$ cat config.mk
export PLATFORM = sky130hd
export DESIGN_NAME = fifo_march_guard
export DESIGN_NICKNAME = d
export VERILOG_FILES = /design/src/rtl/fmg_pkg.sv /design/src/rtl/fmg_sched.sv /design/src/rtl/fmg_ptrs.sv /design/src/rtl/fmg_march.sv /design/src/rtl/fifo_march_guard.sv
export SDC_FILE = /design/constraint.sdc
export NUM_CORES = 1
export LEC_CHECK = 0
export BUFFER_PORTS_ARGS = -buffer_cell sky130_fd_sc_hd__buf_4
export CORE_MARGIN = 1.5
export CORE_UTILIZATION = 47
export CTS_CLUSTER_SIZE = 20
export DETAILED_ROUTE_END_ITERATION = 12
export GPL_TIMING_DRIVEN = 0
export PLACE_DENSITY = 0.81
export SLEW_MARGIN = 0
export SYNTH_ARGS = -nofsm -noshare
export SYNTH_HDL_FRONTEND = slang
export SYNTH_SLANG_ARGS = --single-unit
$ cat constraint.sdc
create_clock -name clk -period 2.45 [get_ports clk]
set_input_delay 0.49 -clock clk [delete_from_list [all_inputs] [get_ports clk]]
set_output_delay 0.49 -clock clk [all_outputs]
set_load 0.02 [all_outputs]
$ cat src/rtl/fmg_pkg.sv
package fmg_pkg;

    localparam int unsigned MARCH_STEPS = 5;

    typedef enum logic [2:0] {
        ST_IDLE     = 3'd0,
        ST_LOAD     = 3'd1,
        ST_FLIP     = 3'd2,
        ST_CHK_INV  = 3'd3,
        ST_UNFLIP   = 3'd4,
        ST_CHK_ORIG = 3'd5,
        ST_HOLD     = 3'd6
    } march_step_e;

    typedef struct packed {
        logic load;      // capture read word into backup
        logic wr;        // drive a write this cycle
        logic wr_inv;    // write data is the complement of backup
        logic chk_inv;   // compare read word with complement
        logic chk_orig;  // compare read word with backup
    } march_ctl_t;

    function automatic march_step_e step_after(input march_step_e s);
        case (s)
            ST_LOAD:     return ST_FLIP;
            ST_FLIP:     return ST_CHK_INV;
            ST_CHK_INV:  return ST_UNFLIP;
            ST_UNFLIP:   return ST_CHK_ORIG;
            ST_CHK_ORIG: return ST_HOLD;
            ST_HOLD:     return ST_HOLD;
            default:     return ST_IDLE;
        endcase
    endfunction

    function automatic march_ctl_t step_ctl(input march_step_e s);
        march_ctl_t c;
        c = '0;
        case (s)
            ST_LOAD:     c.load     = 1'b1;
            ST_FLIP:     begin c.wr = 1'b1; c.wr_inv = 1'b1; end
            ST_CHK_INV:  c.chk_inv  = 1'b1;
            ST_UNFLIP:   c.wr       = 1'b1;
            ST_CHK_ORIG: c.chk_orig = 1'b1;
            default:     c = '0;
        endcase
        return c;
    endfunction

    function automatic int unsigned clamp_window(input int unsigned w);
        return (w < MARCH_STEPS) ? MARCH_STEPS : w;
    endfunction

endpackage

$ cat src/rtl/fmg_sched.sv
module fmg_sched #(
    parameter int unsigned FIRST_DELAY = 40,
    parameter int unsigned PERIOD      = 24,
    parameter int unsigned WIN         = 6
) (
    input  logic clk,
    input  logic rst,
    output logic test_mode_o,
    output logic enter_o
);
    localparam int unsigned L1    = (FIRST_DELAY > PERIOD) ? FIRST_DELAY : PERIOD;
    localparam int unsigned LMAX  = (L1 > WIN) ? L1 : WIN;
    localparam int unsigned CNT_W = $clog2(LMAX + 1);

    logic [CNT_W-1:0] cnt_q;
    logic [CNT_W-1:0] limit;
    logic             first_q;
    logic             mode_q;
    logic             last;

    always_comb begin
        if (mode_q)       limit = CNT_W'(WIN - 1);
        else if (first_q) limit = CNT_W'(FIRST_DELAY - 1);
        else              limit = CNT_W'(PERIOD - 1);
        last = (cnt_q == limit);
    end

    always_ff @(posedge clk) begin
        if (rst) begin
            cnt_q   <= '0;
            mode_q  <= 1'b0;
            first_q <= 1'b1;
        end else if (last) begin
            cnt_q  <= '0;
            mode_q <= ~mode_q;
            if (!mode_q) first_q <= 1'b0;
        end else begin
            cnt_q <= cnt_q + 1'b1;
        end
    end

    assign test_mode_o = mode_q;
    assign enter_o     = !mode_q && last;
endmodule

$ cat src/rtl/fmg_ptrs.sv
module fmg_ptrs #(
    parameter int unsigned DEPTH  = 8,
    parameter int unsigned ADDR_W = 3
) (
    input  logic              clk,
    input  logic              rst,
    input  logic              push_i,
    input  logic              pop_i,
    output logic              push_ok_o,
    output logic [ADDR_W-1:0] wr_ptr_o,
    output logic [ADDR_W-1:0] rd_ptr_o,
    output logic              full_o,
    output logic              empty_o
);
    localparam int unsigned CNT_W = $clog2(DEPTH + 1);

    logic [CNT_W-1:0]  count_q;
    logic [ADDR_W-1:0] wr_q, rd_q, wr_nx, rd_nx;
    logic              pop_ok;

    generate
        if (DEPTH == (1 << ADDR_W)) begin : g_pow2
            assign wr_nx = wr_q + 1'b1;
            assign rd_nx = rd_q + 1'b1;
        end else begin : g_wrap
            assign wr_nx = (wr_q == ADDR_W'(DEPTH - 1)) ? '0 : wr_q + 1'b1;
            assign rd_nx = (rd_q == ADDR_W'(DEPTH - 1)) ? '0 : rd_q + 1'b1;
        end
    endgenerate

    assign full_o    = (count_q == CNT_W'(DEPTH));
    assign empty_o   = (count_q == '0);
    assign push_ok_o = push_i && !full_o;
    assign pop_ok    = pop_i && !empty_o;

    always_ff @(posedge clk) begin
        if (rst) begin
            count_q <= '0;
            wr_q    <= '0;
            rd_q    <= '0;
        end else begin
            if (push_ok_o) wr_q <= wr_nx;
            if (pop_ok)    rd_q <= rd_nx;
            case ({push_ok_o, pop_ok})
                2'b10:   count_q <= count_q + 1'b1;
                2'b01:   count_q <= count_q - 1'b1;
                default: count_q <= count_q;
            endcase
        end
    end

    assign wr_ptr_o = wr_q;
    assign rd_ptr_o = rd_q;
endmodule

$ cat src/rtl/fmg_march.sv
module fmg_march
    import fmg_pkg::*;
#(
    parameter int unsigned DATA_W = 8
) (
    input  logic              clk,
    input  logic              rst,
    input  logic              enter_i,
    input  logic              test_mode_i,
    input  logic              clr_i,
    input  logic [DATA_W-1:0] rdata_i,
    output logic              we_o,
    output logic [DATA_W-1:0] wdata_o,
    output logic              fault_o
);
    march_step_e       step_q;
    march_ctl_t        ctl;
    logic [DATA_W-1:0] backup_q;
    logic              fault_q;
    logic              mismatch;

    assign ctl = test_mode_i ? step_ctl(step_q) : '0;

    always_ff @(posedge clk) begin
        if (rst)               step_q <= ST_IDLE;
        else if (enter_i)      step_q <= ST_LOAD;
        else if (!test_mode_i) step_q <= ST_IDLE;
        else                   step_q <= step_after(step_q);
    end

    always_ff @(posedge clk) begin
        if (rst)           backup_q <= '0;
        else if (ctl.load) backup_q <= rdata_i;
    end

    assign we_o    = ctl.wr;
    assign wdata_o = ctl.wr_inv ? ~backup_q : backup_q;

    always_comb begin
        mismatch = 1'b0;
        if (ctl.chk_inv  && (rdata_i != ~backup_q)) mismatch = 1'b1;
        if (ctl.chk_orig && (rdata_i != backup_q))  mismatch = 1'b1;
    end

    always_ff @(posedge clk) begin
        if (rst)           fault_q <= 1'b0;
        else if (mismatch) fault_q <= 1'b1;
        else if (clr_i)    fault_q <= 1'b0;
    end

    assign fault_o = fault_q;
endmodule

$ cat src/rtl/fifo_march_guard.sv
module fifo_march_guard #(
    parameter int unsigned DATA_W      = 8,
    parameter int unsigned DEPTH       = 8,
    parameter int unsigned FIRST_DELAY = 40,
    parameter int unsigned PERIOD      = 24,
    parameter int unsigned TEST_WINDOW = 6,
    localparam int unsigned ADDR_W     = (DEPTH > 1) ? $clog2(DEPTH) : 1
) (
    input  logic              clk,
    input  logic              rst,
    input  logic              push_i,
    input  logic [DATA_W-1:0] push_data_i,
    input  logic              pop_i,
    output logic [DATA_W-1:0] pop_data_o,
    output logic              full_o,
    output logic              empty_o,
    output logic              stall_o,
    output logic              test_mode_o,
    output logic              fault_o,
    input  logic              fault_clr_i,
    output logic [ADDR_W-1:0] mem_raddr_o,
    output logic [ADDR_W-1:0] mem_waddr_o,
    output logic              mem_we_o,
    output logic [DATA_W-1:0] mem_wdata_o,
    input  logic [DATA_W-1:0] mem_rdata_i
);
    localparam int unsigned WIN_LEN = fmg_pkg::clamp_window(TEST_WINDOW);

    logic              tmode, enter;
    logic              push_ok;
    logic [ADDR_W-1:0] wr_ptr, rd_ptr;
    logic              t_we;
    logic [DATA_W-1:0] t_wdata;

    fmg_sched #(
        .FIRST_DELAY (FIRST_DELAY),
        .PERIOD      (PERIOD),
        .WIN         (WIN_LEN)
    ) sched_i (
        .clk         (clk),
        .rst         (rst),
        .test_mode_o (tmode),
        .enter_o     (enter)
    );

    fmg_ptrs #(
        .DEPTH  (DEPTH),
        .ADDR_W (ADDR_W)
    ) ptrs_i (
        .clk       (clk),
        .rst       (rst),
        .push_i    (push_i && !tmode),
        .pop_i     (pop_i && !tmode),
        .push_ok_o (push_ok),
        .wr_ptr_o  (wr_ptr),
        .rd_ptr_o  (rd_ptr),
        .full_o    (full_o),
        .empty_o   (empty_o)
    );

    fmg_march #(
        .DATA_W (DATA_W)
    ) march_i (
        .clk         (clk),
        .rst         (rst),
        .enter_i     (enter),
        .test_mode_i (tmode),
        .clr_i       (fault_clr_i),
        .rdata_i     (mem_rdata_i),
        .we_o        (t_we),
        .wdata_o     (t_wdata),
        .fault_o     (fault_o)
    );

    assign mem_raddr_o = rd_ptr;
    assign mem_waddr_o = tmode ? rd_ptr  : wr_ptr;
    assign mem_we_o    = tmode ? t_we    : push_ok;
    assign mem_wdata_o = tmode ? t_wdata : push_data_i;
    assign pop_data_o  = mem_rdata_i;
    assign stall_o     = tmode;
    assign test_mode_o = tmode;
endmodule

==> flow_summary_export.csv <==
group,metric,value,unit
layout,n_antenna_cell,0,
routing,detail_route.vias_per_cell,5.131,
global_routing,grt_use_total,18.83,%
worst_setup_path,reg2reg_to,"ptrs_i.count_q[3]",
sta,fin_setup_tns,0,ns
placed_design,dp_hpwl,2794,um
floorplanning,rows,22,
routing,ant_nets,0,
sta,setup_viol,0,
sta,drv_slew,0,
synthesis,ys_seq_elements,30,
worst_setup_path,start_kind,"register",
synthesis,synth_nets,232,
sta,rsz0062_at_grt,"false",
floorplanning,dieWidth,64.20,um
worst_setup_path,reg2reg_from,"ptrs_i.count_q[0]",
cts,clk_pin_slew,0.06,ns
worst_setup_path,worst_setup_path_end_kind,"register",
worst_setup_path,critical-path-top-delay-family,"multiplexers",
sta,period_minus_slack,2.365,ns
routing,wl_met3,135,um
synthesis,syn_area_per_cell,8.802,um^2
placed_design,place_congestion,0.7987,
layout,fin_nets,288,
synthesis,netlist_area,1760,um^2
worst_setup_path,cp_data_required_time,2.62,ns
sta,clock_skew,0.002029,ns
routing,route.detailed.drc,0,
placed_design,io_buffers,48,
power,vdd_drop_max,404.9,uV
floorplanning,start_util,48.45,%
status,status,"finished, final reports clean",
layout,area_delta_synth_final,34.76,%
sta,timing.final.crit_share,96.54,%
power,p_per_area,773.9,nW/um^2
min_path,min_to,"march_i.backup_q[4]",
layout,fin_util,65.29,%
routing,wl_met2,1983,um
global_routing,grt_pass1_wl,6141,um
power,total_leakage_power,1.105,nW
floorplanning,core,3633,um^2
floorplanning,die-area,4122,um^2
flow_run,cap_viol_max_count,0,
synthesis,post-synth-top-area-cell,"dfxtp_1",
sta,hold_viol,0,
global_routing,grt_max_degree,11,
synthesis,ys_async_sr_fraction,0,%
floorplanning,pin_count,49,
worst_setup_path,setup.worst_path.class,"reg -> reg",
routing,wl_per_cell,12.76,um
cts,clock_latency,0.28,ns
routing,top_layer,"met4",
worst_setup_path,cp_cell_sequence,"nor4b_4 > nor3b_4 > inv_2 > ha_4 > ha_1 > a21o_1 > a21oi_1 > mux2i_1 > mux2_2",
cts,ctsHtreeMaxLevel,2,
sta,max_freq,422.8,MHz
worst_setup_path,rr_worst_depth,9,
power,p_total,1.836,mW
cts,cts_buffers,5,
global_routing,overflow,0,
min_path,min_from,"mem_rdata_i[4]",
worst_setup_path,r2r_slack,0.08,ns
min_path,whs_path_depth,3,
global_routing,grt_pass1_vias,1432,
synthesis,seq_area_frac_synth,34.12,%
synthesis,synth-edff-count,0,
worst_setup_path,worstSetupPathDepth,9,
global_routing,antenna_found_initial,0,
synthesis,ys_warn_count,0,
synthesis,synth_flop_cell,"dfxtp_1",
routing,drt_iter0_markers,76,
cts,clockBufferDepth,2,
cts,ctsHoldBuffers,0,
routing,dr.pass1.iters,4,
cts,clock-sinks,30,
worst_setup_path,crit_path_max_incr_delay,0.39,ns
sta,max_slew.worst_pin.slew,0.5368,ns
synthesis,netlist_top_cells_area,"dfxtp_1 (34%), ha_1 (7.1%), nor2_1 (6.6%)",
worst_setup_path,cp.buffers_inverters,1,
routing,drt_wl_total,3891,um
worst_setup_path,cpMaxStageDelayCell,"nor4b_4",
routing,vias,1565,
worst_setup_path,cp.arrival,2.53,ns
synthesis,yosysMostFrequentCell,"nor2_1",
min_path,min_path_type,"in -> reg",
cts,tritoncts,"yes",
cts,cts_root_buf,"clkbuf_8",
layout,final_layout_size_suffix_gt1_share,32.30,%
synthesis,synth_top_area_share,34.12,%
layout,fillCellCount,316,
floorplanning,die_height,64.20,um
worst_setup_path,crit_fanout,5,
synthesis,syn_inst,200,
sta,slew_headroom,64.11,%
routing,wl_met1,1708,um
synthesis,ys_types,40,
synthesis,ys_top_cells_by_count,"nor2_1 (31), dfxtp_1 (30), a21oi_1 (16)",
-- routing by layer --
metal	global-route usage, %	up-vias
met5	0	-
met2	34.24	34
met4	7.447	0
met3	2.993	7
met1	21.84	743
li1	-	781
-- tightest hold or removal path: stages --
cell and delay (ns):
buf_4 0.09, mux2i_1 0.06, nor2_1 0.07
-- final cells by class --
| class | instances | area [um^2] | share of cell area [%] |
|---|---|---|---|
| timing repair buffer | 49 | 367.9 | 15.51 |
| buffer | 17 | 101.3 | 4.272 |
| tap | 48 | 60.06 | 2.532 |
| sequential | 30 | 605.6 | 25.53 |
| clock buffer | 6 | 82.58 | 3.481 |
| inverter | 9 | 33.78 | 1.424 |
| multi-input combinational | 144 | 1061 | 44.73 |
| clock inverter | 2 | 60.06 | 2.532 |
-- stage by stage --
step / cells / cell area, um^2 / hold WS (ns) / worst slack (ns)
after floorplan: 200 / 1780 / 0.4263 / 0.01514
after global placement: 296 / 2201 / 0.4444 / 0.03957
after detailed placement: 296 / 2201 / 0.4586 / 0.001245
after CTS: 304 / 2346 / 0.4695 / 0.00005440
after global routing: 305 / 2372 / 0.4849 / 0.01864
final: 305 / 2372 / 0.4666 / 0.08487
-- cells in the final DEF (no fill, tap or decap), types with 3 or more instances in the layout --
master / synthesis / final
inv_1: 8 / 8
nor2b_1: 4 / 4
mux2_2: 4 / 4
dfxtp_1: 30 / 26
mux2i_1: 10 / 10
nand3_1: 4 / 4
buf_2: 3 / 3
nor3_1: 6 / 6
xor2_1: 12 / 12
o21ai_0: 4 / 3
nand2_1: 4 / 4
clkbuf_8: 0 / 6
nor2_1: 31 / 31
dfxtp_2: 0 / 4
ha_1: 10 / 9
xnor2_1: 13 / 13
clkbuf_1: 4 / 4
a21oi_1: 16 / 16
buf_4: 9 / 58
-- worst max path at each step --
stage                        startpoint                end  slack [ns]
floorplan             ptrs_i.count_q[1]  ptrs_i.count_q[3]        0.02
global placement      ptrs_i.count_q[0]  ptrs_i.count_q[3]        0.04
detailed placement    ptrs_i.count_q[1]  ptrs_i.count_q[3]       0.001
CTS                   ptrs_i.count_q[2]  ptrs_i.count_q[3]     0.00005
global route        sched_i.test_mode_o     mem_wdata_o[5]        0.02
finish                ptrs_i.count_q[0]  ptrs_i.count_q[3]        0.08
-- sequential cells by signal, indices dropped and copies added, names as in the netlist --
signal               count
ptrs_i.wr_ptr_o          3
march_i.step_q           3
sched_i.cnt_q            6
march_i.fault_o          1
ptrs_i.count_q           4
ptrs_i.rd_ptr_o          3
march_i.backup_q         8
sched_i.first_q          1
sched_i.test_mode_o      1
-- kinds of logic (layout without fill, tap and decap cells) --
family | after synthesis | in the layout | synth area share [%]
muxes | 14 | 14 | 8.245
buffers and inverters | 26 | 83 | 7.675
and+or+nand+nor | 67 | 67 | 20.68
adders and majority gates | 11 | 11 | 8.245
xor gates and xnor gates | 25 | 25 | 12.44
DFF | 30 | 30 | 34.12
AOI/OAI and AO/OA | 27 | 27 | 8.600
-- power breakdown --
group          internal [mW]  switching [mW]  leakage [nW]
logic                  0.287           0.301         0.788
clock network          0.434           0.184        0.0714
registers              0.545          0.0864         0.245
-- repair_timing --
item | 4_1_cts | 5_1_grt
endpoints found under the setup margin | 1 | 2
resized for setup | 2 | 5
endpoints found under the hold margin | 0 | 0
buffers inserted | 0 | 1
pin swaps | 0 | 1
(Power assumes the default switching activity.)
